<file path="config.mk">
export PLATFORM = sky130hd
export DESIGN_NAME = adc_pwr_seq
export DESIGN_NICKNAME = d
export VERILOG_FILES = /design/src/rtl/adc_pwr_seq.sv
export SDC_FILE = /design/constraint.sdc
export NUM_CORES = 1
export LEC_CHECK = 0
export ABC_AREA = 1
export CORE_MARGIN = 1.5
export CORE_UTILIZATION = 45
export DETAILED_ROUTE_END_ITERATION = 10
export PLACE_DENSITY = 0.7
export SKIP_CTS_REPAIR_TIMING = 1
export SYNTH_ARGS = -nofsm -noshare
export SYNTH_HDL_FRONTEND = slang
export SYNTH_SLANG_ARGS = --single-unit
</file>
<file path="constraint.sdc">
create_clock -name clk -period 1.6 [get_ports clk]
set_input_delay 0.24 -clock clk [delete_from_list [all_inputs] [get_ports clk]]
set_output_delay 0.24 -clock clk [all_outputs]
set_load 0.02 [all_outputs]
</file>
<file path="src/rtl/adc_pwr_seq.sv">
module adc_pwr_seq #(
  parameter int DIV         = 2,
  parameter int QUIET       = 4,
  parameter int BITS        = 16,
  parameter int SHORT_FALLS = 2
) (
  input  logic            clk,
  input  logic            rst_n,
  input  logic            req_conv,
  input  logic            req_shdn,
  input  logic            req_wake,
  input  logic            sdata,
  output logic            ready,
  output logic            cs_n,
  output logic            sclk,
  output logic [BITS-1:0] dout,
  output logic            dout_valid,
  output logic [1:0]      mode
);
  localparam int DW = $clog2(DIV + 1);
  localparam int QW = $clog2(QUIET + 1);
  localparam int FW = $clog2(BITS + 1);
  localparam logic [1:0] M_UNK = 2'd0, M_SHDN = 2'd1, M_WAKE = 2'd2, M_NORM = 2'd3;
  localparam logic [1:0] K_DUMMY = 2'd0, K_REAL = 2'd1, K_SHORT = 2'd2;

  typedef enum logic [1:0] {ST_IDLE, ST_FRAME, ST_QUIET} st_t;

  st_t             st;
  logic [1:0]      kind;
  logic            pend;
  logic [DW-1:0]   div_cnt;
  logic [QW-1:0]   q_cnt;
  logic [FW-1:0]   falls;
  logic [BITS-1:0] sh;

  wire          tick     = div_cnt == DW'(DIV - 1);
  wire [FW-1:0] last_cnt = (kind == K_SHORT) ? FW'(SHORT_FALLS) : FW'(BITS);
  wire          any_req  = req_conv | req_shdn | req_wake;

  assign ready = st == ST_IDLE;

  always_ff @(posedge clk or negedge rst_n) begin
    if (!rst_n) begin
      st         <= ST_IDLE;
      kind       <= K_DUMMY;
      pend       <= 1'b0;
      div_cnt    <= '0;
      q_cnt      <= '0;
      falls      <= '0;
      sh         <= '0;
      cs_n       <= 1'b1;
      sclk       <= 1'b1;
      dout       <= '0;
      dout_valid <= 1'b0;
      mode       <= M_UNK;
    end else begin
      dout_valid <= 1'b0;
      case (st)
        ST_IDLE: if (any_req) begin
          st      <= ST_FRAME;
          cs_n    <= 1'b0;
          sclk    <= 1'b1;
          div_cnt <= '0;
          falls   <= '0;
          pend    <= 1'b0;
          if (req_shdn) kind <= K_SHORT;
          else if (req_wake) begin
            kind <= K_DUMMY;
            mode <= M_WAKE;
          end else if (mode == M_NORM) kind <= K_REAL;
          else begin
            kind <= K_DUMMY;
            mode <= M_WAKE;
            pend <= 1'b1;
          end
        end
        ST_FRAME: if (tick) begin
          div_cnt <= '0;
          if (sclk) begin
            sclk  <= 1'b0;
            sh    <= {sh[BITS-2:0], sdata};
            falls <= falls + 1'b1;
          end else begin
            sclk <= 1'b1;
            if (falls == last_cnt) begin
              cs_n  <= 1'b1;
              st    <= ST_QUIET;
              q_cnt <= '0;
              case (kind)
                K_REAL: begin
                  dout       <= sh;
                  dout_valid <= 1'b1;
                end
                K_SHORT: mode <= M_SHDN;
                default: mode <= M_NORM;
              endcase
            end
          end
        end else begin
          div_cnt <= div_cnt + 1'b1;
        end
        ST_QUIET: if (q_cnt == QW'(QUIET - 1)) begin
          q_cnt <= '0;
          if (pend) begin
            pend    <= 1'b0;
            kind    <= K_REAL;
            st      <= ST_FRAME;
            cs_n    <= 1'b0;
            div_cnt <= '0;
            falls   <= '0;
          end else begin
            st <= ST_IDLE;
          end
        end else begin
          q_cnt <= q_cnt + 1'b1;
        end
        default: st <= ST_IDLE;
      endcase
    end
  end
endmodule

</file>
==> metrics.txt <==
# TYPE chip_impl_metric gauge
chip_impl_info{name="synth_area_leader_cell",value="dfrtp_1"} 1
chip_impl_metric{name="switching_share",unit=""} 0.390
chip_impl_metric{name="postSynthCellCount",unit=""} 301
chip_impl_info{name="endpoint_kind",value="output port"} 1
chip_impl_metric{name="min_period",unit="ns"} 1.52
chip_impl_metric{name="postSynthNetCount",unit=""} 309
chip_impl_metric{name="worst_ep_arrival_time",unit="ns"} 1.28
chip_impl_metric{name="timing.critical_path.required",unit="ns"} 1.36
chip_impl_metric{name="min_period_over_period",unit=""} 0.950
chip_impl_metric{name="global_route.usage.total",unit=""} 0.161
chip_impl_metric{name="io_buffers",unit=""} 27
chip_impl_metric{name="sequential_fraction_of_design_power",unit=""} 0.392
chip_impl_metric{name="register_area",unit="sq um"} 1310
chip_impl_metric{name="antenna_violations_before_repair",unit=""} 0
chip_impl_metric{name="placed_area",unit="sq um"} 2880
chip_impl_metric{name="max_slew_margin",unit=""} 0.731
chip_impl_info{name="worst_path_slowest_cell",value="clkdlybuf4s50_1"} 1
chip_impl_metric{name="drt-wirelength-per-cell",unit="um"} 10.5
chip_impl_metric{name="max_stage_delay",unit="ns"} 0.61
chip_impl_metric{name="static-leakage-power",unit="nW"} 1.72
chip_impl_info{name="synth_top_cells_by_area",value="dfrtp_1 50%, nand2_1 11%, inv_1 9.1%, o21ai_1 5.0%, nor2_1 3.9%"} 1
chip_impl_metric{name="synth-seq-cells",unit=""} 52
chip_impl_metric{name="p_total",unit="W"} 0.00536
chip_impl_metric{name="gp_congestion",unit=""} 0.836
chip_impl_metric{name="area_share_of_the_largest_cell_type_after_synthesis",unit=""} 0.505
chip_impl_metric{name="max_freq",unit="MHz"} 658
chip_impl_metric{name="vias_per_cell",unit=""} 4.52
chip_impl_metric{name="floorplan.initialDensity",unit=""} 0.476
chip_impl_info{name="hold_path.class",value="primary input to asynchronous set/reset pin"} 1
chip_impl_metric{name="ys_seq_area_frac",unit=""} 0.526
chip_impl_metric{name="design.core.area",unit="sq um"} 5200
chip_impl_metric{name="layout-drive-gt1-share",unit=""} 0.141
chip_impl_metric{name="dp_hpwl",unit="um"} 3130
chip_impl_metric{name="vdd_ir_drop_max",unit="mV"} 0.756
chip_impl_metric{name="count_of_inserted_antenna_diode_cells",unit=""} 0
chip_impl_metric{name="area_delta_synth_final",unit="%"} 22.1
chip_impl_metric{name="power.clock.fraction",unit=""} 0.173
chip_impl_info{name="cpLargestDelayFamily",value="buffers and inverters"} 1
chip_impl_info{name="timing.critical_path.cells",value="clkdlybuf4s50_1"} 1
chip_impl_info{name="cts_tree",value="yes"} 1
chip_impl_metric{name="post-place-cells",unit=""} 401
chip_impl_metric{name="multi_input_comb_area",unit="sq um"} 868
chip_impl_info{name="cts-root-buf",value="clkbuf_8"} 1
chip_impl_metric{name="top_level_ports",unit=""} 28
chip_impl_metric{name="final_cell_count_no_fill",unit=""} 410
chip_impl_metric{name="chipHeight",unit="um"} 77.2
chip_impl_metric{name="hold_slack",unit="ns"} 0.391
chip_impl_info{name="grt_setup_unrepaired",value="false"} 1
chip_impl_metric{name="initialDrtViolationCount",unit=""} 121
chip_impl_info{name="yosys_most_used_dff",value="dfrtp_1"} 1
chip_impl_metric{name="netlist_area",unit="sq um"} 2480
chip_impl_metric{name="first_pass_iters",unit=""} 4
chip_impl_metric{name="setup-tns-final",unit="ns"} 0
chip_impl_metric{name="timing.critical_path.buf_inv",unit=""} 1
chip_impl_metric{name="tightestPinTransition",unit="ns"} 0.404
chip_impl_metric{name="timing.final.max_slew_violations",unit=""} 0
chip_impl_metric{name="finish.net_count",unit=""} 347
chip_impl_metric{name="fp.dieArea",unit="sq um"} 5970
chip_impl_metric{name="postRouteWirelength",unit="um"} 4300
chip_impl_metric{name="grt_pass1_wl",unit="um"} 7600
chip_impl_metric{name="hold_viol_final",unit=""} 0
chip_impl_metric{name="setup_viol",unit=""} 0
chip_impl_metric{name="post_synth.cell_area_avg",unit="sq um"} 8.24
chip_impl_metric{name="power.internal",unit="W"} 0.00327
chip_impl_metric{name="core.rowCount",unit=""} 26
chip_impl_metric{name="maxCapViolCount",unit=""} 0
chip_impl_metric{name="floorplan.die.width",unit="um"} 77.2
chip_impl_metric{name="clk_pin_slew_worst_paths",unit="ns"} 0.09
chip_impl_info{name="netlist_top_cells_count",value="72 x nand2_1, 60 x inv_1, 50 x dfrtp_1"} 1
chip_impl_metric{name="design_area",unit="sq um"} 3030
chip_impl_metric{name="cts_num_sinks",unit=""} 52
chip_impl_metric{name="asyncSetResetFlopFracSynth",unit=""} 1.00
chip_impl_metric{name="synthesis_warning_total",unit=""} 0
chip_impl_metric{name="deepest_level_of_the_cts_h_tree",unit=""} 2
chip_impl_info{name="critPathKind",value="flip-flop to output port"} 1
chip_impl_metric{name="cts_buffers",unit=""} 5
chip_impl_metric{name="cp_max_fo",unit=""} 3
chip_impl_metric{name="post_synth_num_cell_types",unit=""} 30
chip_impl_metric{name="cts_buffer_depth",unit=""} 2
chip_impl_metric{name="final.setup_skew",unit="ns"} 0.00692
chip_impl_metric{name="insertion_delay",unit="ns"} 0.30
chip_impl_info{name="post-synth-top-count-cell",value="nand2_1"} 1
chip_impl_info{name="outcome",value="complete, no violations"} 1
chip_impl_info{name="crit_path_start_kind",value="flip-flop"} 1
chip_impl_metric{name="final_antenna_net_count",unit=""} 0
chip_impl_metric{name="drc",unit=""} 0
chip_impl_metric{name="comb_power_frac",unit=""} 0.435
chip_impl_metric{name="power_density",unit="nW/um^2"} 1770
chip_impl_metric{name="synth_edf_count",unit=""} 0
chip_impl_metric{name="grt_pass1_vias",unit=""} 1708
chip_impl_metric{name="grt_max_degree",unit=""} 37
chip_impl_metric{name="grt_overflow_total",unit=""} 0
chip_impl_metric{name="p_switching",unit="W"} 0.00209
chip_impl_metric{name="nFillCells",unit=""} 488
chip_impl_metric{name="via_count",unit=""} 1853
==> metal layers <==
metal,GRT usage,share of wire,vias to the layer above
li1,-,-,991
met1,0.205,0.50,824
met2,0.268,0.47,36
met3,0.0357,0.026,2
met4,0.0545,0.0054,0
met5,0,0,-
==> kinds of logic after synthesis <==
group / Yosys count / synth area share
flops: 52 / 0.526
fa+ha+maj: 2 / 0.0101
compound gates: 44 / 0.0928
simple gates: 130 / 0.239
buf+inv: 71 / 0.125
xor+xnor: 2 / 0.00706
==> worst paths after layout <==
path                       startpoint        to  slack [ns]  cells after the start
setup / recovery              mode[1]   mode[1]        0.08                      1
hold / removal                  rst_n  dout[15]        0.39                      2
setup reg to reg                st[1]  dout[10]        0.13                      7
hold reg to reg                  cs_n      cs_n        0.46                      2
max in group asynchronous       rst_n      sclk        0.62                      3
min in group clk                 cs_n      cs_n        0.46                      2
==> registers in the layout, indices dropped and copies added (netlist names) <==
name,count
cs_n,1
div_cnt,2
dout,16
dout_valid,1
falls,5
kind,2
mode,2
pend,1
q_cnt,3
sclk,1
sh,16
st,2
==> layout by cell type, fill, tap and decap left out, types with 3 or more instances in the layout <==
cell / Yosys / final
buf_4: 1 / 7
dlymetal6s2s_1: 0 / 4
buf_12: 0 / 3
clkbuf_8: 0 / 6
nor2_2: 4 / 5
dfrtp_1: 50 / 48
inv_1: 60 / 59
inv_2: 2 / 3
a21oi_1: 9 / 9
nand3_1: 11 / 11
o21ai_0: 6 / 6
o21ai_1: 25 / 25
nor2_1: 26 / 25
clkdlybuf4s50_1: 0 / 22
nand2_1: 72 / 72
nand2_2: 5 / 5
==> power groups by stage <==
stage               Clock [W]  Combinational, W  Sequential (W)
CTS                  0.000967           0.00234         0.00211
global route          0.00101           0.00263         0.00217
detailed placement          0           0.00233         0.00213
finish               0.000930           0.00233         0.00210
global placement            0           0.00230         0.00212
floorplan                   0           0.00145         0.00224
==> area by class of cell <==
class | instances | share of cell area
Inverter | 64 | 0.0818
Tap cell | 70 | 0.0289
Sequential cell | 52 | 0.431
Clock inverter | 2 | 0.0128
Clock buffer | 6 | 0.0273
Timing Repair Buffer | 38 | 0.131
Multi-Input combinational cell | 178 | 0.287
==> per-stage QoR <==
stage               utilization  setup slack, ns
floorplan                     -            0.194
global placement          0.554           0.0765
detailed placement        0.554           0.0401
CTS                       0.577           -0.229
global route              0.582          0.00900
finish                    0.582           0.0803
(Power assumes the default switching activity.)
